File: config.mk
export PLATFORM = sky130hd
export DESIGN_NAME = mcyc_ctrl
export DESIGN_NICKNAME = d
export VERILOG_FILES = /design/src/rtl/mcyc_ctrl.sv
export SDC_FILE = /design/constraint.sdc
export NUM_CORES = 1
export LEC_CHECK = 0
export ABC_AREA = 1
export CORE_AREA = 2 2 39 41
export CTS_BUF_LIST = sky130_fd_sc_hd__clkbuf_8
export CTS_CLUSTER_DIAMETER = 100
export DETAILED_ROUTE_END_ITERATION = 6
export DIE_AREA = 0 0 41 43
export DONT_BUFFER_PORTS = 1
export SYNTH_ARGS = -nofsm -noshare
export SYNTH_HDL_FRONTEND = slang
export SYNTH_SLANG_ARGS = --single-unit
File: constraint.sdc
create_clock -name clk -period 1.3 [get_ports clk]
set_input_delay 0.065 -clock clk [delete_from_list [all_inputs] [get_ports clk]]
set_output_delay 0.065 -clock clk [all_outputs]
set_load 0.05 [all_outputs]
File: src/rtl/mcyc_ctrl.sv
`timescale 1ns/100ps
module mcyc_ctrl (
  input  logic       clk,
  input  logic       rst,
  input  logic [5:0] opcode,
  input  logic       alu_zero,
  output logic       pc_wr,
  output logic       pc_wr_cond,
  output logic       pc_load,
  output logic       addr_sel_data,
  output logic       mem_rd,
  output logic       mem_wr,
  output logic       ir_wr,
  output logic       wb_sel_mem,
  output logic       reg_wr,
  output logic       dst_sel_rd,
  output logic       alu_a_sel_reg,
  output logic [1:0] alu_b_sel,
  output logic [1:0] alu_op,
  output logic [1:0] pc_src
);
  localparam logic [5:0] OP_ALU = 6'b000000;
  localparam logic [5:0] OP_LD  = 6'b100011;
  localparam logic [5:0] OP_ST  = 6'b101011;
  localparam logic [5:0] OP_BEQ = 6'b000100;
  localparam logic [5:0] OP_JMP = 6'b000010;

  typedef enum logic [3:0] {
    S_FETCH, S_DECODE, S_ADDR, S_LOAD, S_LOADWB,
    S_STORE, S_EXEC, S_ALUWB, S_BRANCH, S_JUMP
  } state_t;

  state_t st, st_nx;

  always_ff @(posedge clk) begin
    if (rst) st <= S_FETCH;
    else     st <= st_nx;
  end

  always_comb begin
    st_nx = S_FETCH;
    case (st)
      S_FETCH:  st_nx = S_DECODE;
      S_DECODE:
        case (opcode)
          OP_LD, OP_ST: st_nx = S_ADDR;
          OP_ALU:       st_nx = S_EXEC;
          OP_BEQ:       st_nx = S_BRANCH;
          OP_JMP:       st_nx = S_JUMP;
          default:      st_nx = S_FETCH;
        endcase
      S_ADDR:   st_nx = (opcode == OP_LD) ? S_LOAD : S_STORE;
      S_LOAD:   st_nx = S_LOADWB;
      S_EXEC:   st_nx = S_ALUWB;
      default:  st_nx = S_FETCH;
    endcase
  end

  assign pc_wr         = (st == S_FETCH) || (st == S_JUMP);
  assign pc_wr_cond    = (st == S_BRANCH);
  assign pc_load       = pc_wr || (pc_wr_cond && alu_zero);
  assign addr_sel_data = (st == S_LOAD) || (st == S_STORE);
  assign mem_rd        = (st == S_FETCH) || (st == S_LOAD);
  assign mem_wr        = (st == S_STORE);
  assign ir_wr         = (st == S_FETCH);
  assign wb_sel_mem    = (st == S_LOADWB);
  assign reg_wr        = (st == S_LOADWB) || (st == S_ALUWB);
  assign dst_sel_rd    = (st == S_ALUWB);
  assign alu_a_sel_reg = (st == S_ADDR) || (st == S_EXEC) || (st == S_BRANCH);

  always_comb begin
    case (st)
      S_FETCH:  alu_b_sel = 2'b01;
      S_DECODE: alu_b_sel = 2'b11;
      S_ADDR:   alu_b_sel = 2'b10;
      default:  alu_b_sel = 2'b00;
    endcase
  end

  assign alu_op = (st == S_EXEC)   ? 2'b10 :
                  (st == S_BRANCH) ? 2'b01 : 2'b00;
  assign pc_src = (st == S_JUMP)   ? 2'b10 :
                  (st == S_BRANCH) ? 2'b01 : 2'b00;
endmodule

==> results.json, run 1 <==
{
  "gp_congestion": 0.750,
  "grt_first_pass_wirelength_um": 1710,
  "synth.area.top_cells": "dfxtp_1, nand2_1, nor2_1",
  "hold_viol": 0,
  "tightest_slew_ps": 216,
  "overflow": 0,
  "grtUsageTotal": 0.147,
  "cts_tree": "done",
  "period_share": 0.959,
  "die-area_um2": 1760,
  "fp-row-count": 14,
  "core_area_um2": 1380,
  "cp_max_fo": 6,
  "port_buffers": 0,
  "clock_path_buffers": 2,
  "place_area_um2": 626,
  "synth_top_area_cell": "dfxtp_1",
  "cp-end-kind": "primary output",
  "syn_nets": 85,
  "cts_made_buffers": 3,
  "fin_area_um2": 732,
  "yosys.area.top_type_share": 0.187,
  "hpwl_um": 909,
  "seq_area_frac_synth": 0.187,
  "tns_ps": 0,
  "fillers": 135,
  "nNetsFinal": 111,
  "regToRegStartpoint": "st[2]",
  "diodes": 0,
  "finClkSkew_ps": 3.03,
  "start_util": 0.310,
  "powerDensity_nw_per_um2": 762,
  "netlist_instances": 76,
  "cts_htree_levels": 1,
  "ant_nets": 0,
  "vdd_drop_max_mv": 0.366,
  "die_y_um": 43,
  "slew_viol_final": 0,
  "io_pins": 26,
  "setup_viol": 0,
  "maxSlewHeadroom": 0.855,
  "largest_reg_flops": 4,
  "vias": 554,
  "area_delta_synth_final_pct": 70.6,
  "clock-sinks": 4,
  "synth-seq-cells": 4,
  "drt_iter0_markers": 12,
  "max_freq_mhz": 802,
  "antenna_found_initial": 0,
  "grt_max_degree": 8,
  "biggestRegsByFlops": "st (4)",
  "wl_per_cell_um": 10.5,
  "route.detailed.drc": 0,
  "syn_area_per_cell_um2": 5.65,
  "viasPerCell": 4.78,
  "critPathTopFamily": "buffers and inverters",
  "required_ps": 1240,
  "syn_area_um2": 429,
  "max_stage_delay_ps": 320,
  "drt-pass1-iter-count": 4,
  "leakage_nw": 0.383,
  "crit_path_start": "st[2]",
  "holdCritStartpoint": "rst",
  "critical_path.cell_chain": "inv_2 > nand2_4 > nor2_2 > inv_1 > o21ai_1 > buf_6",
  "crit_path_start_kind": "flip-flop",
  "placed_cells": 108,
  "crit_slowest_cell": "dfxtp_2",
  "crit_buf_inv": 3,
  "ys_warn_count": 0,
  "grt_pass1_vias": 474,
  "hold_class": "primary input to flip-flop",
  "fin_util": 0.529,
  "max_cap_viol_count": 0,
  "insertion_delay_ps": 220,
  "critPathArrivalTime_ps": 1180,
  "cts_root_buf": "clkbuf_8",
  "worstSetupPathType": "flip-flop to primary output",
  "wl_um": 1210,
  "die_w_um": 41,
  "clk_pin_slew_ps": 30,
  "period_needed_ps": 1250,
  "regMostFlops": "st",
  "layout-drive-gt1-share": 0.520,
  "synth_cell_types": 19,
  "status": "complete, no violations",
  "stdcell_count": 116
}
metrics by stage:
step,hold WS [ps],setup slack [ps],power (W)
final,7.81,53.2,0.000558
after global routing,14.5,-2.42,0.000583
after CTS,12.2,10.5,0.000563
after detailed placement,133,161,0.000290
after global placement,133,160,0.000286
after floorplan,132,-16.5,0.000249
Yosys cell counts (all sizes together):
| master | instances |
|---|---|
| nand2 | 20 |
| a21o | 1 |
| nand3 | 5 |
| o21ai | 2 |
| nand3b | 1 |
| dfxtp | 4 |
| a21oi | 4 |
| nor3 | 1 |
| o21a | 1 |
| nor2 | 19 |
| inv | 18 |
path summary, 6_finish.rpt:
path                   endpoint  slack (ps)  cells past startpoint
hold / removal            st[3]           8                      2
setup reg to reg          st[2]         210                      8
hold reg to reg           st[1]         610                      3
setup / recovery  addr_sel_data          50                      6
power by group:
part,switching [W],internal (W)
sequential,0.00000529,0.000126
clock,0.0000642,0.000197
combinational,0.000109,0.0000559
layout by cell type (no fill, tap or decap), types with 2 or more instances in the layout:
master / count
inv_2: 5
clkbuf_8: 3
buf_12: 3
nand2_1: 14
buf_4: 16
nor2_1: 12
nand2_2: 4
a21oi_2: 3
dfxtp_2: 3
inv_1: 12
nand2_4: 2
nand3_1: 4
nor2_2: 6
cells by family after synthesis:
group                  synth area share
buffers and inverters             0.163
flip-flops                        0.187
AND/OR/NAND/NOR                   0.528
AO/OA/AOI/OAI                     0.122
layout make-up:
class | instances | area, um^2 | share of cell area
clock buffer | 3 | 41.3 | 0.0564
inverter | 18 | 70.1 | 0.0957
multi-input combinational | 54 | 312 | 0.426
sequential | 4 | 87.6 | 0.120
tap | 16 | 20.0 | 0.0274
timing repair buffer | 21 | 201 | 0.275
per-layer routing:
layer / up-vias / global-route usage / share of wire
met3: 4 / 0.0314 / 0.091
met5: - / 0 / 0
met2: 25 / 0.247 / 0.53
li1: 277 / - / -
met4: 0 / 0.100 / 0.018
met1: 248 / 0.151 / 0.36
repair_timing:
action	CTS	global route
gates resized for setup	5	4
setup buffers	0	4
hold buffers	1	0
pin swaps	0	1
endpoints found under the hold margin	3	0
endpoints found under the setup margin	5	3
Note: power is estimated with default switching activity, not from simulation.
==> inputs of run 2 (changes only) <==
clock period = 1.15 ns   (was 1.3 ns; I/O delays follow)
==> results.json, run 2 (synthesis gave the netlist of run 1 again) <==
{
  "status": "complete, but fails checks",
  "violations": "negative setup slack",
  "critPathArrivalTime_ps": 1180,
  "cts_tree": "done",
  "grt_max_degree": 8,
  "cp_max_fo": 6,
  "period_needed_ps": 1240,
  "fin_util": 0.679,
  "fillers": 114,
  "maxSlewHeadroom": 0.866,
  "cts_made_buffers": 3,
  "stdcell_count": 117,
  "cts_root_buf": "clkbuf_8",
  "biggestRegsByFlops": "st (4)",
  "vdd_drop_max_mv": 0.814,
  "tightest_slew_ps": 201,
  "required_ps": 1090,
  "clock_path_buffers": 2,
  "worstSetupPathType": "flip-flop to primary output",
  "grt_pass1_vias": 498,
  "largest_reg_flops": 4,
  "place_area_um2": 701,
  "drt_iter0_markers": 9,
  "io_pins": 26,
  "antenna_found_initial": 0,
  "wl_um": 1340,
  "slew_viol_final": 0,
  "gp_congestion": 0.786,
  "layout-drive-gt1-share": 0.604,
  "finClkSkew_ps": 3.06,
  "regToRegStartpoint": "st[2]",
  "setup_viol": 13,
  "ant_nets": 0,
  "cts_htree_levels": 1,
  "period_share": 1.08,
  "final_common_cell": "nand2_1",
  "setup_ws_ps": -86.8,
  "crit_path_start_kind": "flip-flop",
  "die_w_um": 41,
  "viasPerCell": 4.68,
  "vias": 548,
  "max_cap_viol_count": 0,
  "grtUsageTotal": 0.160,
  "clock-sinks": 4,
  "clk_pin_slew_ps": 30,
  "port_buffers": 0,
  "rr_endpoint": "st[2]",
  "diodes": 0,
  "drt-pass1-iter-count": 4,
  "placed_cells": 108,
  "regMostFlops": "st",
  "overflow": 0,
  "hpwl_um": 955,
  "dp_slack_ps": 38.9,
  "max_freq_mhz": 809,
  "leakage_nw": 0.427,
  "crit_path_start": "st[3]",
  "start_util": 0.310,
  "crit_end": "pc_load",
  "route.detailed.drc": 0,
  "fp-row-count": 14,
  "hold_class": "primary input to flip-flop",
  "wl_per_cell_um": 11.5,
  "powerDensity_nw_per_um2": 710,
  "regArea_um2": 95.1,
  "multi_input_area_um2": 403,
  "max_stage_delay_ps": 370,
  "reg2reg_depth": 7,
  "crit_slowest_cell": "dfxtp_4",
  "grt_first_pass_wirelength_um": 1900,
  "die_y_um": 43,
  "rsz0062_at_grt": "yes",
  "cp-end-kind": "primary output",
  "area_delta_synth_final_pct": 119,
  "critical_path.cell_chain": "inv_6 > nand2_8 > inv_4 > nand2_4 > o21ai_4 > a21o_4",
  "die-area_um2": 1760,
  "hold_viol": 0,
  "nNetsFinal": 112,
  "fin_area_um2": 940,
  "worst-r2r-setup-slack_ps": 30,
  "core_area_um2": 1380,
  "final_cell_mix": "nand2_1, inv_1, nor2_1",
  "insertion_delay_ps": 220
}
[run 2: cell type report]
type,count,area share
Sequential cell,4,0.101
Tap cell,16,0.0213
Clock buffer,3,0.0439
Timing Repair Buffer,22,0.317
Multi-Input combinational cell,54,0.429
Inverter,18,0.0879
[run 2: repair_timing]
item	in CTS	in global routing
resized for setup	18	22
hold buffers	1	0
buffers inserted	4	1
setup endpoints to repair	16	19
pin swaps	4	5
endpoints found under the hold margin	4	0
[run 2: worst min path at each step]
stage / start / end / slack (ps) / depth (start not counted)
after global placement: rst / st[0] / 130 / 1
after CTS: opcode[3] / st[3] / 50 / 2
after detailed placement: rst / st[0] / 130 / 1
final: opcode[3] / st[3] / 60 / 2
after global routing: opcode[3] / st[3] / 60 / 2
after floorplan: rst / st[0] / 120 / 1
[run 2: per-stage QoR]
stage | TNS, ps | hold WS (ps) | total power, W
floorplan | -686 | 124 | 0.000284
global placement | 0 | 130 | 0.000348
detailed placement | 0 | 128 | 0.000350
CTS | -540 | 54.6 | 0.000663
global route | -1190 | 60.0 | 0.000699
finish | -558 | 56.6 | 0.000668
[run 2: worst max-delay path, delay by kind of cell, from the launching register on]
family                 cells  cell delay, ps
buffers and inverters      2             100
AO/OA/AOI/OAI              2             310
AND/OR/NAND/NOR            2             170
flip-flops                 1             370
[run 2: metal layers]
metal  vias up  share of wire  global-route usage
met5         -              0                   0
li1        280              -                   -
met2        28           0.55               0.272
met4         0          0.021               0.100
met3         2          0.073              0.0157
met1       238           0.35               0.176
[run 2: report_power, final]
part | internal (W) | leakage (nW) | switching [W] | total (W)
Combinational | 0.0000872 | 0.370 | 0.000138 | 0.000225
Sequential | 0.000137 | 0.0355 | 0.00000755 | 0.000144
Clock | 0.000223 | 0.0216 | 0.0000751 | 0.000298
Total | 0.000447 | 0.427 | 0.000220 | 0.000668
